==> src/rtl/wdt_pkg.sv <==
package wdt_pkg;

    typedef enum logic [1:0] {
        RK_NONE   = 2'b00,
        RK_CORE   = 2'b01,
        RK_CHIP   = 2'b10,
        RK_SYSTEM = 2'b11
    } rst_kind_e;

    typedef struct packed {
        logic armed;
        logic tripped;
    } wd_stage_t;

    function automatic int unsigned tap_pos(input int unsigned base,
                                            input int unsigned step,
                                            input int unsigned idx);
        return base + idx * step;
    endfunction

endpackage

==> src/rtl/wdt_tap_edge.sv <==
module wdt_tap_edge #(
    parameter int unsigned TB_W     = 32,
    parameter int unsigned TAP_BASE = 17,
    parameter int unsigned TAP_STEP = 4,
    parameter int unsigned N_TAPS   = 4,
    localparam int unsigned SEL_W   = $clog2(N_TAPS)
) (
    input  logic             clk,
    input  logic             rst,
    input  logic [TB_W-1:0]  tb_bits,
    input  logic [SEL_W-1:0] sel,
    output logic             expire
);
    import wdt_pkg::*;

    logic [N_TAPS-1:0] taps;
    logic [N_TAPS-1:0] taps_q;
    logic [N_TAPS-1:0] rise;
    logic              unused_tb;

    for (genvar i = 0; i < N_TAPS; i++) begin : g_tap
        assign taps[i] = tb_bits[tap_pos(TAP_BASE, TAP_STEP, i)];
    end

    assign unused_tb = ^tb_bits;

    // During reset the history follows the taps, so a bit that is
    // already high at release does not look like a fresh edge.
    always_ff @(posedge clk) begin
        taps_q <= taps;
    end

    assign rise   = taps & ~taps_q;
    assign expire = rise[sel] & ~rst;

endmodule

==> src/rtl/wdt_stage_fsm.sv <==
module wdt_stage_fsm (
    input  logic                clk,
    input  logic                rst,
    input  logic                expire,
    input  logic                clr,
    input  logic [1:0]          type_sel,
    output wdt_pkg::wd_stage_t  stage,
    output wdt_pkg::rst_kind_e  kind
);
    import wdt_pkg::*;

    always_ff @(posedge clk) begin
        if (rst) begin
            stage <= '0;
            kind  <= RK_NONE;
        end else if (!stage.tripped) begin
            if (expire && stage.armed && !clr) begin
                stage.tripped <= 1'b1;
                kind          <= rst_kind_e'(type_sel);
            end else if (expire) begin
                stage.armed <= 1'b1;
            end else if (clr) begin
                stage.armed <= 1'b0;
            end
        end
    end

endmodule

==> src/rtl/wdog_two_stage.sv <==
module wdog_two_stage #(
    parameter int unsigned TB_W     = 32,
    parameter int unsigned TAP_BASE = 17,
    parameter int unsigned TAP_STEP = 4,
    parameter int unsigned N_TAPS   = 4,
    localparam int unsigned SEL_W   = $clog2(N_TAPS)
) (
    input  logic             clk,
    input  logic             rst,
    input  logic [TB_W-1:0]  tb_bits,
    input  logic [SEL_W-1:0] period_sel,
    input  logic [1:0]       rst_type,
    input  logic             irq_en,
    input  logic             clr_armed,
    output logic             irq,
    output logic             stat_armed,
    output logic             stat_tripped,
    output logic             rst_req,
    output logic [1:0]       rst_kind
);
    import wdt_pkg::*;

    logic       expire;
    wd_stage_t  stage;
    rst_kind_e  kind;

    wdt_tap_edge #(
        .TB_W    (TB_W),
        .TAP_BASE(TAP_BASE),
        .TAP_STEP(TAP_STEP),
        .N_TAPS  (N_TAPS)
    ) u_edge (
        .clk    (clk),
        .rst    (rst),
        .tb_bits(tb_bits),
        .sel    (period_sel),
        .expire (expire)
    );

    wdt_stage_fsm u_fsm (
        .clk     (clk),
        .rst     (rst),
        .expire  (expire),
        .clr     (clr_armed),
        .type_sel(rst_type),
        .stage   (stage),
        .kind    (kind)
    );

    assign stat_armed   = stage.armed;
    assign stat_tripped = stage.tripped;
    assign irq          = stage.armed & irq_en;
    assign rst_req      = stage.tripped && (kind != RK_NONE);
    assign rst_kind     = kind;

endmodule

==> config.mk <==
export PLATFORM = sky130hd
export DESIGN_NAME = wdog_two_stage
export DESIGN_NICKNAME = d
export VERILOG_FILES = /design/src/rtl/wdt_pkg.sv /design/src/rtl/wdt_tap_edge.sv /design/src/rtl/wdt_stage_fsm.sv /design/src/rtl/wdog_two_stage.sv
export SDC_FILE = /design/constraint.sdc
export NUM_CORES = 1
export LEC_CHECK = 0
export BUFFER_PORTS_ARGS = -buffer_cell sky130_fd_sc_hd__buf_2
export CORE_MARGIN = 3
export CORE_UTILIZATION = 24
export DETAILED_ROUTE_END_ITERATION = 10
export GPL_ROUTABILITY_DRIVEN = 0
export GPL_TIMING_DRIVEN = 0
export PLACE_DENSITY = 0.73
export SYNTH_ARGS = -nofsm -noshare
export SYNTH_HDL_FRONTEND = slang
export SYNTH_SLANG_ARGS = --single-unit
==> constraint.sdc <==
create_clock -name clk -period 1.34 [get_ports clk]
set_input_delay 0.335 -clock clk [delete_from_list [all_inputs] [get_ports clk]]
set_output_delay 0.335 -clock clk [all_outputs]
set_load 0.1 [all_outputs]
==> results of run 1 <==
==> per-layer routing <==
layer | vias to the layer above | part of all wire
met5 | - | 0
met4 | 0 | 0.023
met3 | 5 | 0.14
met2 | 16 | 0.47
met1 | 128 | 0.36
li1 | 140 | -
==> sequential cells by signal, indices dropped and copies added (netlist names) <==
register       count
u_fsm.kind         2
u_fsm.stage        2
u_edge.taps_q      4
==> synthesized netlist by cell type <==
cell | count | area, sq um
sky130_fd_sc_hd__a21oi_1 | 1 | 5.00
sky130_fd_sc_hd__a31oi_1 | 1 | 6.26
sky130_fd_sc_hd__and2_1 | 1 | 6.26
sky130_fd_sc_hd__dfxtp_1 | 8 | 160
sky130_fd_sc_hd__inv_1 | 1 | 3.75
sky130_fd_sc_hd__mux2i_1 | 2 | 20.0
sky130_fd_sc_hd__mux4_2 | 1 | 22.5
sky130_fd_sc_hd__nand2b_1 | 5 | 31.3
sky130_fd_sc_hd__nand4_2 | 1 | 12.5
sky130_fd_sc_hd__nor2_1 | 2 | 7.51
sky130_fd_sc_hd__nor2b_1 | 4 | 25.0
sky130_fd_sc_hd__o21a_1 | 1 | 7.51
sky130_fd_sc_hd__o21ai_0 | 1 | 5.00
==> per-stage QoR <==
stage	TNS [ns]	utilization	cell area, sq um
2_1_floorplan	0	-	338
3_3_place_gp	-0.272	0.376	440
3_5_place_dp	-0.323	0.376	440
4_1_cts	0	0.418	489
5_1_grt	-0.0119	0.428	502
6_report	0	0.428	502
==> final timing paths <==
check / startpoint / to / cells past startpoint
worst max-delay path: u_fsm.kind[1]$_SDFFE_PP0P_ / rst_req / 2
worst min-delay path: tb_bits[25] / u_edge.taps_q[2]$_DFF_P_ / 1
worst max register to register: u_edge.taps_q[3]$_DFF_P_ / u_fsm.kind[0]$_SDFFE_PP0P_ / 4
worst min register to register: u_fsm.kind[1]$_SDFFE_PP0P_ / u_fsm.kind[1]$_SDFFE_PP0P_ / 2
==> critical path, cell delays in order, from the launching register on <==
cell and delay, ns:
sky130_fd_sc_hd__dfxtp_4 0.35, sky130_fd_sc_hd__o21a_4 0.21, sky130_fd_sc_hd__buf_12 0.16
==> cells by family after synthesis <==
logic type | after synthesis | synth area share
DFF | 8 | 0.512
and+or+nand+nor | 13 | 0.264
AOI/OAI and AO/OA | 4 | 0.0760
buffers and inverters | 1 | 0.0120
muxes | 3 | 0.136
==> report_power, final <==
| group | leakage [nW] | switching, mW | internal, mW |
|---|---|---|---|
| sequential | 0.0693 | 0.00586 | 0.243 |
| combinational | 0.150 | 0.0548 | 0.0348 |
| clock | 0.0150 | 0.0854 | 0.114 |
==> timing repair <==
item,CTS,global route
endpoints found under the hold margin,0,0
endpoints found under the setup margin,6,2
gates resized for setup,8,3
pin swaps,0,1
==> area by class of cell <==
cell class,count,area share
Sequential cell,8,0.349
Multi-Input combinational cell,20,0.317
Timing Repair Buffer,17,0.239
Clock buffer,4,0.0524
Tap cell,14,0.0349
Inverter,1,0.00748
==> out/results.md, run 1 <==
| Result | Value |
| --- | --- |
| Total number of vias | 289 |
| Number of sinks on the clock net | 8 |
| Largest vdd supply drop | 0.489 mV |
| Global-route usage over all layers | 0.0801 |
| Share of post-route cells with drive strength above 1 | 0.560 |
| Die height | 42.1 um |
| Area of combinational cells with multiple inputs | 159 sq um |
| Maximum Capacitance Violations | 0 |
| Floorplan Core Area | 0.00117 sq mm |
| Clock root buffer | sky130_fd_sc_hd__clkbuf_4 |
| Met1 Track Usage GR | 0.0722 |
| Fin worst setup slack | 0.0238 ns |
| Layout Cells excl Fill | 64 |
| Area growth from synthesis to final layout | 60.4% |
| Final number of hold-violating endpoints | 0 |
| Met2 Track Usage GR | 0.120 |
| Final setup skew | 0.00994 ns |
| Count of pins over their slew limit | 0 |
| Outcome | finished, final reports clean |
| First drt pass iteration count | 2 |
| Number of setup violations in the final report | 0 |
| Syn Nets | 69 |
| Worst R2R Setup Slack | 0.11 ns |
| Setup repair bufs after CTS | 0 |
| Critical path endpoint category | primary output |
| Commonest cells after routing, fill and taps aside | 11 x sky130_fd_sc_hd__buf_2, 5 x sky130_fd_sc_hd__nand2b_1 |
| Vias in the first global route | 253 |
| Number of antenna repair diodes | 0 |
| Total Die Area | 0.00177 sq mm |
| Leakage component of the power | 0.234 nW |
| Setup crit start kind | register |
| Power Dens Cells | 1070 mW/mm^2 |
| Slew at the pin closest to its max-slew limit | 0.278 ns |
| Worst slew margin relative to its limit | 0.816 |
| DP Worst Slack | -0.127 ns |
| Max FO, Critical Path | 3 |
| # hold bufs at CTS | 0 |
| Number of buffers added on ports | 17 |
| Arrival time at the worst endpoint | 0.98 ns |
| I/O pin total | 46 |
| Worst hold margin | 0.193 ns |
| Total routed wirelength | 602 um |
| Total overflow reported by the global router | 0 |
| Number of buffers created by CTS | 3 |
| RSZ-0062 raised after global routing | yes |
| Pin count of the biggest net entering global routing | 8 |
| Detailed-route DRC error count | 0 |
| Cell variety after synth | 13 |
| Post-synthesis cell area | 313 sq um |
| Fill cell count | 127 |
| Initial standard-cell utilization of the core | 0.267 |
| Count of warnings emitted by yosys | 0 |
| Cells after Synth | 29 |
| Clock tree from TritonCTS | done |
| CTS clock-pin slew for the worst setup and hold paths | 0.06 ns |
| Total number of nets in the final design | 91 |
| Crit path required time | 1.00 ns |
| Most common cell after layout, fill and taps aside | sky130_fd_sc_hd__buf_2 |
| Total power of the final layout | 0.538 mW |
| Latest clock arrival within the worst-skew pair | 0.26 ns |
| Most heavily used metal layer in global routing | met2 |
| Period minus WS final | 1.32 ns |
| Placed Cells | 60 |
| Wire length of the first global-routing pass | 1000 um |
| Avg WL per Cell | 9.41 um |
| Standard-cell row count | 12 |
| Via-per-instance ratio | 4.52 |
| Maximum level of the CTS H-tree | 1 |
| Maximum buffer depth of the clock tree | 2 |
| Tightest Hold Check Type | input port to register |
| Horiz. Die Dim | 42.1 um |
| Critical path class | register to primary output |
| Initial detailed-routing violation count | 1 |
| Mean instance size in the synthesized netlist | 10.8 sq um |
| Met3 usage | 0.0644 |
| HPWL reported at the end of detailed placement | 492 um |
| Combined flip-flop and latch cell area | 175 sq um |
| Antenna Violating Nets Remaining | 0 |
| Achievable frequency | 0.760 GHz |
| Final period util | 0.982 |
| Sequential-to-total area share from yosys stat | 0.512 |
| Antenna violations before repair | 0 |
| Yosys reg bits | 8 |
Note: power is estimated with default switching activity, not from simulation.
==> run 2: changes to the inputs <==
--- a/config.mk
+++ b/config.mk
@@ -8,6 +8,7 @@
 export BUFFER_PORTS_ARGS = -buffer_cell sky130_fd_sc_hd__buf_2
 export CORE_MARGIN = 3
 export CORE_UTILIZATION = 24
+export CTS_CLUSTER_SIZE = 24
 export DETAILED_ROUTE_END_ITERATION = 10
 export GPL_ROUTABILITY_DRIVEN = 0
 export GPL_TIMING_DRIVEN = 0
==> constraint.sdc (replaced) <==
create_clock -name clk -period 1.34 [get_ports clk]
set_input_delay 0.134 -clock clk [delete_from_list [all_inputs] [get_ports clk]]
set_output_delay 0.134 -clock clk [all_outputs]
set_load 0.1 [all_outputs]
==> out/results.md, run 2 (synthesized netlist as in run 1, its figures left out) <==
| Result | Value |
| --- | --- |
| Outcome | finished, final reports clean |
| Total routed wirelength | 693 um |
| Horiz. Die Dim | 42.1 um |
| Met3 usage | 0.0172 |
| Number of antenna repair diodes | 0 |
| Total Die Area | 0.00177 sq mm |
| Die height | 42.1 um |
| Total number of vias | 278 |
| Critical path class | register to primary output |
| Arrival time at the worst endpoint | 1.15 ns |
| Maximum Capacitance Violations | 0 |
| Period minus WS final | 1.28 ns |
| Setup crit start kind | register |
| Latest clock arrival within the worst-skew pair | 0.25 ns |
| Number of sinks on the clock net | 8 |
| Wire length of the first global-routing pass | 1220 um |
| Antenna Violating Nets Remaining | 0 |
| Register with the highest flop count | u_edge.taps_q |
| First drt pass iteration count | 3 |
| Worst setup startpoint | u_fsm.stage[0]$_SDFF_PP0_ |
| Slew at the pin closest to its max-slew limit | 0.484 ns |
| Critical Path, Cell by Cell | o21a_4, buf_2 |
| Area growth from synthesis to final layout | 61.6% |
| Total overflow reported by the global router | 0 |
| Final sum of negative setup slack | 0 ns |
| Biggest cell delay along the critical path | 0.41 ns |
| Clock tree from TritonCTS | done |
| Switching fraction of total power | 0.273 |
| Most common cell after layout, fill and taps aside | sky130_fd_sc_hd__buf_2 |
| Power share of the sequential group | 0.477 |
| Hold_sp | rst |
| Critical-path top delay cell | sky130_fd_sc_hd__buf_2 |
| RSZ-0062 raised after global routing | no |
| Most heavily used metal layer in global routing | met2 |
| Maximum buffer depth of the clock tree | 2 |
| Largest vdd supply drop | 0.473 mV |
| Initial detailed-routing violation count | 3 |
| Floorplan Core Area | 0.00117 sq mm |
| Total power of the final layout | 0.536 mW |
| Antenna violations before repair | 0 |
| Clock root buffer | sky130_fd_sc_hd__clkbuf_4 |
| Final period util | 0.957 |
| Standard-cell row count | 12 |
| Met2 Track Usage GR | 0.173 |
| Detailed-route DRC error count | 0 |
| Final number of hold-violating endpoints | 0 |
| Critical path endpoint category | primary output |
| Max FO, Critical Path | 6 |
| Max FFs per register | 4 |
| Post-route core utilization | 0.432 |
| Number of buffers created by CTS | 3 |
| Worst r2r src | u_edge.taps_q[3]$_DFF_P_ |
| Count of pins over their slew limit | 0 |
| Tightest Hold Check Type | input port to register |
| Internal power | 0.390 mW |
| Pin count of the biggest net entering global routing | 8 |
| I/O pin total | 46 |
| Final setup skew | 0.00262 ns |
| Number of buffers added on ports | 17 |
| Met1 Track Usage GR | 0.0823 |
| Worst slew margin relative to its limit | 0.679 |
| Global-route usage over all layers | 0.0967 |
| Maximum level of the CTS H-tree | 1 |
| Leakage component of the power | 0.244 nW |
| Share of post-route cells with drive strength above 1 | 0.547 |
| Initial standard-cell utilization of the core | 0.267 |
| P_sw | 0.146 mW |
| Combinational power share | 0.180 |
| Total number of nets in the final design | 95 |
| Power Dens Cells | 1060 mW/mm^2 |
| Achievable frequency | 0.780 GHz |
| Via-per-instance ratio | 4.15 |
| Crit path required time | 1.21 ns |
| Setup repair bufs after CTS | 0 |
| HPWL reported at the end of detailed placement | 506 um |
| Avg WL per Cell | 10.3 um |
| CTS clock-pin slew for the worst setup and hold paths | 0.05 ns |
| Number of setup violations in the final report | 0 |
| Vias in the first global route | 300 |
| Clock network fraction of total power | 0.343 |
| Commonest cells after routing, fill and taps aside | 16 x sky130_fd_sc_hd__buf_2, 5 x sky130_fd_sc_hd__nand2b_1, 5 x sky130_fd_sc_hd__dfxtp_2 |
| Largest registers | u_edge.taps_q x4, u_fsm.kind x2, u_fsm.stage x2 |
-- run 2: changes by cell type in the layout (fill, tap and decap cells not counted), moves of 4 or more --
cell	delta
sky130_fd_sc_hd__dfxtp_4	-4
sky130_fd_sc_hd__dfxtp_2	+5
sky130_fd_sc_hd__buf_4	-4
sky130_fd_sc_hd__buf_2	+5
sky130_fd_sc_hd__dlygate4sd3_1	+4
-- run 2: per-stage QoR --
step / hold WS, ns / setup slack (ns) / std cells / area (sq um)
final: 0.104 / 0.0581 / 67 / 505
after detailed placement: 0.247 / 0.0532 / 60 / 430
after global placement: 0.246 / 0.0980 / 60 / 430
after floorplan: 0.162 / 0.0968 / 29 / 328
after global routing: 0.133 / 0.00519 / 67 / 505
after CTS: 0.100 / 0.0395 / 67 / 493
-- run 2: worst paths after layout --
| kind | depth (start not counted) | to | slack (ns) |
|---|---|---|---|
| max reg2reg | 4 | u_fsm.kind[1]$_SDFFE_PP0P_ | 0.08 |
| max | 2 | rst_req | 0.06 |
| min | 2 | u_fsm.stage[1]$_SDFFE_PP0P_ | 0.10 |
| min reg2reg | 2 | u_fsm.kind[1]$_SDFFE_PP0P_ | 0.50 |
-- run 2: repair_timing --
item	in CTS	in global routing
hold endpoints to repair	4	0
gates resized for setup	0	3
endpoints found under the setup margin	0	1
hold buffers	4	0
-- run 2: routing by layer --
layer  up-vias  share of wire  wire length (um)
met1       121           0.35               240
met3         2          0.051                35
met2         8           0.57               397
met4         0          0.027                19
met5         -              0                 0
li1        147              -                 -
-- run 2: cell type report --
class / instances / area [sq um]
clock buffer: 3 / 22.5
inverter: 1 / 3.75
tap: 14 / 17.5
multi-input combinational: 20 / 168
timing repair buffer: 21 / 128
sequential: 8 / 166
fill: 117 / 666
-- run 2: critical path: cells and delay by family, from the launching register on --
family,cells,cell delay (ns)
AOI/OAI and AO/OA,1,0.12
DFF,1,0.37
buffers and inverters,1,0.41
-- run 2: power groups by stage --
stage / registers (mW) / logic [mW] / clock network, mW
final: 0.256 / 0.0966 / 0.184
after floorplan: 0.284 / 0.0339 / 0
after detailed placement: 0.260 / 0.0845 / 0
after global routing: 0.257 / 0.103 / 0.204
after CTS: 0.255 / 0.0932 / 0.186
after global placement: 0.259 / 0.0829 / 0
